===== config.mk =====
export PLATFORM = sky130hd
export DESIGN_NAME = ctl_reg_bank
export DESIGN_NICKNAME = d
export VERILOG_FILES = /design/src/rtl/ctl_reg_pkg.sv /design/src/rtl/ctl_reg_ctrl.sv /design/src/rtl/ctl_reg_dp.sv /design/src/rtl/ctl_reg_bank.sv
export SDC_FILE = /design/constraint.sdc
export NUM_CORES = 1
export LEC_CHECK = 0
export BUFFER_PORTS_ARGS = -buffer_cell sky130_fd_sc_hd__buf_2
export CAP_MARGIN = 30
export CORE_UTILIZATION = 58
export DETAILED_ROUTE_END_ITERATION = 8
export HOLD_SLACK_MARGIN = 0.15
export PLACE_DENSITY = 0.8
export RECOVER_POWER = 25
export SYNTH_ARGS = -nofsm -noshare
export SYNTH_HDL_FRONTEND = slang
export SYNTH_SLANG_ARGS = --single-unit

===== constraint.sdc =====
create_clock -name clk -period 2 [get_ports clk]
set_clock_uncertainty 0.15 [all_clocks]
set_input_delay 0.1 -clock clk [delete_from_list [all_inputs] [get_ports clk]]
set_output_delay 0.1 -clock clk [all_outputs]
set_load 0.02 [all_outputs]

===== src/rtl/ctl_reg_pkg.sv =====
package ctl_reg_pkg;
  localparam int DATA_W   = 32;
  localparam int IDX_W    = 4;
  localparam int SCR_N    = 2;
  localparam logic [7:0] BK_MASK  = 8'hC1;
  localparam logic [7:0] ST_MASK  = 8'hC0;
  localparam int SM_BIT   = 7;

  typedef enum logic [3:0] {
    RD_ZERO, RD_STATUS, RD_COND, RD_ISP, RD_USP,
    RD_SCR, RD_BPC, RD_BBPSW, RD_BBPC
  } rdSel_t;

  typedef struct packed {
    logic             status;
    logic             cond;
    logic             isp;
    logic             usp;
    logic [SCR_N-1:0] scr;
    logic             bpc;
    logic             bbpsw;
    logic             bbpc;
    logic             statByte;
  } crStrobe_t;
endpackage


===== src/rtl/ctl_reg_ctrl.sv =====
module ctl_reg_ctrl
  import ctl_reg_pkg::*;
#(
  parameter int IX_STATUS = 0,
  parameter int IX_COND   = 1,
  parameter int IX_ISP    = 2,
  parameter int IX_USP    = 3,
  parameter int IX_SCR    = 4,
  parameter int IX_BPC    = 6,
  parameter int IX_BBPSW  = 7,
  parameter int IX_BBPC   = 8
) (
  input  logic [IDX_W-1:0] crIndex,
  input  logic             crWrEn,
  input  logic             statWrEn,
  output crStrobe_t        stb,
  output rdSel_t           rdSel,
  output logic [$clog2(SCR_N)-1:0] scrIdx
);
  logic [SCR_N-1:0] scrHit;

  for (genvar g = 0; g < SCR_N; g++) begin : g_scrHit
    assign scrHit[g] = (crIndex == IDX_W'(IX_SCR + g));
  end

  always_comb begin
    scrIdx = '0;
    for (int k = 0; k < SCR_N; k++) begin
      if (scrHit[k]) scrIdx = k[$clog2(SCR_N)-1:0];
    end
  end

  always_comb begin
    stb          = '0;
    stb.status   = crWrEn && (crIndex == IDX_W'(IX_STATUS));
    stb.cond     = crWrEn && (crIndex == IDX_W'(IX_COND));
    stb.isp      = crWrEn && (crIndex == IDX_W'(IX_ISP));
    stb.usp      = crWrEn && (crIndex == IDX_W'(IX_USP));
    stb.scr      = crWrEn ? scrHit : '0;
    stb.bpc      = crWrEn && (crIndex == IDX_W'(IX_BPC));
    stb.bbpsw    = crWrEn && (crIndex == IDX_W'(IX_BBPSW));
    stb.bbpc     = crWrEn && (crIndex == IDX_W'(IX_BBPC));
    stb.statByte = statWrEn;
  end

  always_comb begin
    if      (crIndex == IDX_W'(IX_STATUS)) rdSel = RD_STATUS;
    else if (crIndex == IDX_W'(IX_COND))   rdSel = RD_COND;
    else if (crIndex == IDX_W'(IX_ISP))    rdSel = RD_ISP;
    else if (crIndex == IDX_W'(IX_USP))    rdSel = RD_USP;
    else if (|scrHit)                      rdSel = RD_SCR;
    else if (crIndex == IDX_W'(IX_BPC))    rdSel = RD_BPC;
    else if (crIndex == IDX_W'(IX_BBPSW))  rdSel = RD_BBPSW;
    else if (crIndex == IDX_W'(IX_BBPC))   rdSel = RD_BBPC;
    else                                   rdSel = RD_ZERO;
  end
endmodule


===== src/rtl/ctl_reg_dp.sv =====
module ctl_reg_dp
  import ctl_reg_pkg::*;
(
  input  logic              clk,
  input  logic              rst,
  input  crStrobe_t         stb,
  input  rdSel_t            rdSel,
  input  logic [$clog2(SCR_N)-1:0] scrIdx,
  input  logic [DATA_W-1:0] crWrData,
  input  logic [7:0]        statWrData,
  input  logic              spWrEn,
  input  logic [DATA_W-1:0] spWrData,
  output logic [DATA_W-1:0] crRdData,
  output logic [7:0]        statRdData,
  output logic [DATA_W-1:0] spOut
);
  logic [7:0]        status, bkStatus, bbStatus;
  logic              condBit;
  logic [DATA_W-1:0] liveSp, ispShadow, uspShadow, bpcReg, bbpcReg;
  logic [SCR_N-1:0][DATA_W-1:0] scrReg;

  logic stackMode, swapReq, crHitsLive;
  assign stackMode  = status[SM_BIT];
  assign swapReq    = stb.status && (crWrData[SM_BIT] != stackMode);
  assign crHitsLive = (stb.isp && !stackMode) || (stb.usp && stackMode);

  always_ff @(posedge clk) begin
    if (rst) begin
      status   <= '0;
      bkStatus <= '0;
      condBit  <= 1'b0;
    end else begin
      if (stb.status) begin
        bkStatus <= crWrData[15:8];
        status   <= crWrData[7:0];
        condBit  <= crWrData[0];
      end else begin
        if (stb.statByte) status <= statWrData;
        if (stb.cond)          condBit <= crWrData[0];
        else if (stb.statByte) condBit <= statWrData[0];
      end
    end
  end

  always_ff @(posedge clk) begin
    if (rst) begin
      liveSp    <= '0;
      ispShadow <= '0;
      uspShadow <= '0;
    end else if (swapReq) begin
      if (stackMode) begin
        uspShadow <= liveSp;
        liveSp    <= ispShadow;
      end else begin
        ispShadow <= liveSp;
        liveSp    <= uspShadow;
      end
    end else begin
      if (crHitsLive)      liveSp <= crWrData;
      else if (spWrEn)     liveSp <= spWrData;
      if (stb.isp && stackMode)  ispShadow <= crWrData;
      if (stb.usp && !stackMode) uspShadow <= crWrData;
    end
  end

  for (genvar g = 0; g < SCR_N; g++) begin : g_scr
    always_ff @(posedge clk) begin
      if (rst)             scrReg[g] <= '0;
      else if (stb.scr[g]) scrReg[g] <= crWrData;
    end
  end

  always_ff @(posedge clk) begin
    if (rst) begin
      bpcReg   <= '0;
      bbpcReg  <= '0;
      bbStatus <= '0;
    end else begin
      if (stb.bpc)   bpcReg   <= crWrData;
      if (stb.bbpc)  bbpcReg  <= crWrData;
      if (stb.bbpsw) bbStatus <= crWrData[7:0];
    end
  end

  always_comb begin
    crRdData = '0;
    unique case (rdSel)
      RD_STATUS: crRdData = DATA_W'({bkStatus & BK_MASK,
                                     (status & ST_MASK) | {7'b0, condBit}});
      RD_COND:   crRdData = DATA_W'(condBit);
      RD_ISP:    crRdData = stackMode ? ispShadow : liveSp;
      RD_USP:    crRdData = stackMode ? liveSp : uspShadow;
      RD_SCR:    crRdData = scrReg[scrIdx];
      RD_BPC:    crRdData = {bpcReg[DATA_W-1:1], 1'b0};
      RD_BBPSW:  crRdData = DATA_W'(bbStatus & BK_MASK);
      RD_BBPC:   crRdData = {bbpcReg[DATA_W-1:1], 1'b0};
      default:   crRdData = '0;
    endcase
  end

  assign statRdData = {status[7:1], condBit};
  assign spOut      = liveSp;
endmodule


===== src/rtl/ctl_reg_bank.sv =====
module ctl_reg_bank
  import ctl_reg_pkg::*;
#(
  parameter int IX_STATUS = 0,
  parameter int IX_COND   = 1,
  parameter int IX_ISP    = 2,
  parameter int IX_USP    = 3,
  parameter int IX_SCR    = 4,
  parameter int IX_BPC    = 6,
  parameter int IX_BBPSW  = 7,
  parameter int IX_BBPC   = 8
) (
  input  logic              clk,
  input  logic              rst,
  input  logic [IDX_W-1:0]  crIndex,
  input  logic              crWrEn,
  input  logic [DATA_W-1:0] crWrData,
  output logic [DATA_W-1:0] crRdData,
  input  logic              statWrEn,
  input  logic [7:0]        statWrData,
  output logic [7:0]        statRdData,
  input  logic              spWrEn,
  input  logic [DATA_W-1:0] spWrData,
  output logic [DATA_W-1:0] spOut
);
  crStrobe_t stb;
  rdSel_t    rdSel;
  logic [$clog2(SCR_N)-1:0] scrIdx;

  ctl_reg_ctrl #(
    .IX_STATUS(IX_STATUS), .IX_COND(IX_COND), .IX_ISP(IX_ISP), .IX_USP(IX_USP),
    .IX_SCR(IX_SCR), .IX_BPC(IX_BPC), .IX_BBPSW(IX_BBPSW), .IX_BBPC(IX_BBPC)
  ) u_ctrl (
    .crIndex(crIndex), .crWrEn(crWrEn), .statWrEn(statWrEn),
    .stb(stb), .rdSel(rdSel), .scrIdx(scrIdx)
  );

  ctl_reg_dp u_dp (
    .clk(clk), .rst(rst), .stb(stb), .rdSel(rdSel), .scrIdx(scrIdx),
    .crWrData(crWrData), .statWrData(statWrData),
    .spWrEn(spWrEn), .spWrData(spWrData),
    .crRdData(crRdData), .statRdData(statRdData), .spOut(spOut)
  );
endmodule


==> summary.txt, run 1 <==
Synth unique cells = 49
YS warnings = 0
Die W = 144.9 um
Deepest clock path buffer count = 3
Largest net degree at the start of global routing = 56
Number of port buffers = 152
Log Error = [ERROR GRT-0232] Routing congestion too high. Check the congestion heatmap in the GUI.
CTS Buf Count = 25
I/O pin count = 153
Post-GRT worst EP = crRdData[12]
Synthesis-stage register bit count = 236
Async SR Flop Fraction = 0
Avg Cell Area, Syn = 8.425 sq um
Initial Utilization = 0.6004
Outcome = aborted with a tool error
Total gr overflow = 74
Main synth FF type = dfxtp_1
Post-Syn Area = 0.01184 sq mm
GRT Total Usage = 0.8001
Sequential share of the synthesized area = 0.3991
Synthesized Nets = 1486
H-tree depth = 1
Height of the chip = 144.9 um
Dpl hpwl = 25190 um
CTS Root Buffer Type = clkbuf_16
Initial antenna violation count = 7
Number of flops mapped to enable cells by yosys = 0
Worst EP kind = output port
Synth Instances = 1405
Row Count = 51
Exit stage = global routing
GPL Wtd Cong = 0.8708
Clock sinks = 236
-- per-stage QoR --
stage               instance area, sq um  utilization  worst slack [ns]  std cells
global placement                   13180       0.6684          -0.07503       1751
detailed placement                 13180       0.6684          -0.05995       1751
CTS                                15690       0.7957           -0.2897       1903
floorplan                          11860            -          0.003454       1405
-- synth_stat cells, types with 3 or more instances --
| cell type | number | area share |
|---|---|---|
| nand2_1 | 366 | 0.12 |
| dfxtp_1 | 236 | 0.40 |
| a21oi_1 | 187 | 0.079 |
| mux2i_1 | 77 | 0.065 |
| clkbuf_1 | 75 | 0.024 |
| a211oi_1 | 71 | 0.045 |
| buf_2 | 49 | 0.021 |
| a31oi_1 | 38 | 0.020 |
| mux2_1 | 36 | 0.034 |
| nor2b_1 | 32 | 0.017 |
| a21o_1 | 29 | 0.018 |
| a221oi_1 | 29 | 0.021 |
| a222oi_1 | 27 | 0.023 |
| mux2_2 | 26 | 0.025 |
| nor2_1 | 16 | 0.0051 |
| o221ai_1 | 16 | 0.012 |
| buf_4 | 14 | 0.0089 |
| o221ai_2 | 10 | 0.013 |
| nand3_1 | 9 | 0.0038 |
| a221oi_2 | 8 | 0.010 |
| buf_1 | 6 | 0.0019 |
| o22ai_1 | 5 | 0.0026 |
| buf_6 | 4 | 0.0038 |
| and3_1 | 3 | 0.0016 |
| nand3b_1 | 3 | 0.0019 |
-- repair_timing --
action,in CTS
resized for setup,122
hold endpoints to repair,236
hold buffers,92
pin swaps,29
buffers inserted,12
cloned,5
setup endpoints to repair,33
-- per-layer routing --
metal / track usage / overflow
met4: 0.7274 / 24
met3: 0.7252 / 7
met2: 0.9054 / 36
met5: 0.6241 / 0
met1: 0.8029 / 7
-- cell families after synthesis --
logic type      share of synthesized area
compound gates                     0.2504
xor+xnor                         0.001480
buf+inv                           0.05972
flops                              0.3991
mux                                0.1241
simple gates                       0.1652
==> run 2: changes to the inputs <==
--- a/config.mk
+++ b/config.mk
@@ -7,10 +7,9 @@
 export LEC_CHECK = 0
 export BUFFER_PORTS_ARGS = -buffer_cell sky130_fd_sc_hd__buf_2
 export CAP_MARGIN = 30
-export CORE_UTILIZATION = 58
+export CORE_UTILIZATION = 40
 export DETAILED_ROUTE_END_ITERATION = 8
-export HOLD_SLACK_MARGIN = 0.15
-export PLACE_DENSITY = 0.8
+export PLACE_DENSITY_LB_ADDON = 0.15
 export RECOVER_POWER = 25
 export SYNTH_ARGS = -nofsm -noshare
 export SYNTH_HDL_FRONTEND = slang
==> summary.txt, run 2 <==
Outcome = finished with violations
Violated checks = setup timing
Min-Delay Path Class = in2reg
Largest area contributor in the netlist = dfxtp_1
Commonest non-fill, non-tap cell in the layout = nand2_1
Vias per inst = 6.042
Die ar. = 0.03029 sq mm
Routed via count = 12660
Final ANT Viol Nets = 0
Pre-antenna DRT Iters = 8
Tcrit/Tclk final = 1.190
WP data required = 1.75 ns
Vias in the first global route = 11650
Top post-synthesis cells by area = dfxtp_1 (40%), nand2_1 (12%), a21oi_1 (7.9%)
CTS Buf Count = 27
Synthesized Nets = 1486
P_leak = 6.676 nW
YS warnings = 0
Post-Syn Area = 0.01184 sq mm
Height of the chip = 174.0 um
Dpl hpwl = 27040 um
Sequential share of the synthesized area = 0.3991
Max reg flops = 64
Clock sinks = 236
Final net count = 1771
Pwr/cell area = 660.1 mW/mm^2
Row Count = 62
Worst-Skew Late Latency = 0.54 ns
Max-cap violation count = 0
Die W = 174.0 um
Layout cells sized above 1 = 0.3495
Worst Setup Slack, final = -0.3794 ns
TritonCTS clock tree = built
Deepest clock path buffer count = 3
Fin crit period = 2.379 ns
Fmax = 0.4203 GHz
DR WL/cell = 23.16 um
Placed inst area = 0.01356 sq mm
I/O pin count = 153
Worst setup SP type = flop
Worst Path Arrival = 2.13 ns
Placed cells = 1897
Most common cell in the netlist = nand2_1
Maximum net fanout on the critical path = 4
Count of final hold-check violations = 0
Number of port buffers = 152
Initial antenna violation count = 2
RSZ-0062 raised after global routing = true
Top cells by count, synth = nand2_1 (366), dfxtp_1 (236), a21oi_1 (187), mux2i_1 (77), clkbuf_1 (75)
Most frequent cells in the layout = nand2_1 (364), dfxtp_1 (223), a21oi_1 (153)
Main synth FF type = dfxtp_1
Global-route wire length before repair = 68520 um
Area added between synthesis and finish = 50.70%
Fin cells = 2096
Synth Instances = 1405
Core footprint = 0.02894 sq mm
Worst Tran Pin Value = 0.8800 ns
Fillers = 2397
Setup Slack @ Placement = -0.02143 ns
Async SR Flop Fraction = 0
Synthesis-stage register bit count = 236
Routed WL = 48550 um
Setup violators final = 192
H-tree depth = 1
DRC viols = 0
Most flops, register = u_dp.scrReg
Yosys top cell area share = 0.3991
GRT Total Usage = 0.2870
CTS clock-pin slew for the worst setup and hold paths = 0.06 ns
Worst-case vdd ir drop = 0.0005896 V
Post-Route Setup TNS = -17.33 ns
Initial Utilization = 0.4091
Synth unique cells = 49
Avg Cell Area, Syn = 8.425 sq um
Initial DRC count = 1333
Slew Viols, Final = 0
Critical path endpoint category = output pin
CTS Root Buffer Type = clkbuf_16
Kind of critical path = reg2out
GPL Wtd Cong = 0.8599
Largest net degree at the start of global routing = 72
Number of flops mapped to enable cells by yosys = 0
Total gr overflow = 0
Max transition margin = 0.4133
Fin area = 0.01784 sq mm
## run 2: cell counts after synthesis
No cell type changed its count.
## run 2: power by group
part / total [W] / internal (W) / switching [W] / leakage, nW
sequential: 0.00497 / 0.00482 / 0.000151 / 1.92
combinational: 0.00190 / 0.000896 / 0.00101 / 4.33
clock: 0.00490 / 0.00285 / 0.00205 / 0.426
## run 2: kinds of logic (layout without fill, tap and decap cells)
kind of cell,Yosys count,in the layout,synth area share
buffers and inverters,150,456,0.05972
AO/OA/AOI/OAI,429,429,0.2504
other,0,1,0
AND/OR/NAND/NOR,449,449,0.1652
XOR/XNOR,2,2,0.001480
multiplexers,139,139,0.1241
flip-flops,236,236,0.3991
## run 2: worst max-delay path: stages (launching register included)
cell	delay [ns]
dfxtp_1	0.41
mux2_4	0.33
a222oi_1	0.42
buf_4	0.19
nand3_2	0.08
buf_6	0.15
## run 2: routing by layer
layer / track usage / share of wire / up-vias
met5: 0 / 0 / -
met4: 0.06835 / 0.026 / 0
met3: 0.03478 / 0.077 / 93
met2: 0.4663 / 0.46 / 639
met1: 0.4035 / 0.43 / 6270
li1: - / - / 5662
## run 2: timing repair
item,in CTS,in global routing
endpoints found under the setup margin,32,101
pin swaps,29,48
hold buffers,78,0
gates cloned,9,20
hold endpoints to repair,236,0
resized for setup,206,157
setup buffers,17,26
## run 2: path summary, 6_finish.rpt
check / from / slack, ns / to / cells after the start
max: u_dp.spOut[7] / -0.38 / crRdData[7] / 5
min reg2reg: u_dp.scrReg[50] / 0.30 / u_dp.scrReg[50] / 2
min: crIndex[3] / 0.03 / u_dp.scrReg[4] / 6
max reg2reg: u_dp.status[7] / -0.13 / u_dp.uspShadow[27] / 10
## run 2: layout make-up
type	count	area [sq um]	area share
antenna	1	2.502	0.0001403
clock buffer	40	785.8	0.04405
clock inverter	10	83.83	0.004699
inverter	2	7.507	0.0004208
multi-input combinational	1019	7781	0.4362
sequential	236	4743	0.2659
tap	384	480.5	0.02693
timing repair buffer	404	3955	0.2217
## run 2: stage by stage
step                total power, W    util  hold slack [ns]
detailed placement        0.006272  0.4685           0.2706
global placement          0.006256  0.4685           0.2667
finish                     0.01178  0.6165          0.03497
global route               0.01211  0.6165          0.06162
floorplan                 0.005739       -          0.08596
CTS                        0.01156  0.5700          0.01162
Note: power is estimated with default switching activity, not from simulation.
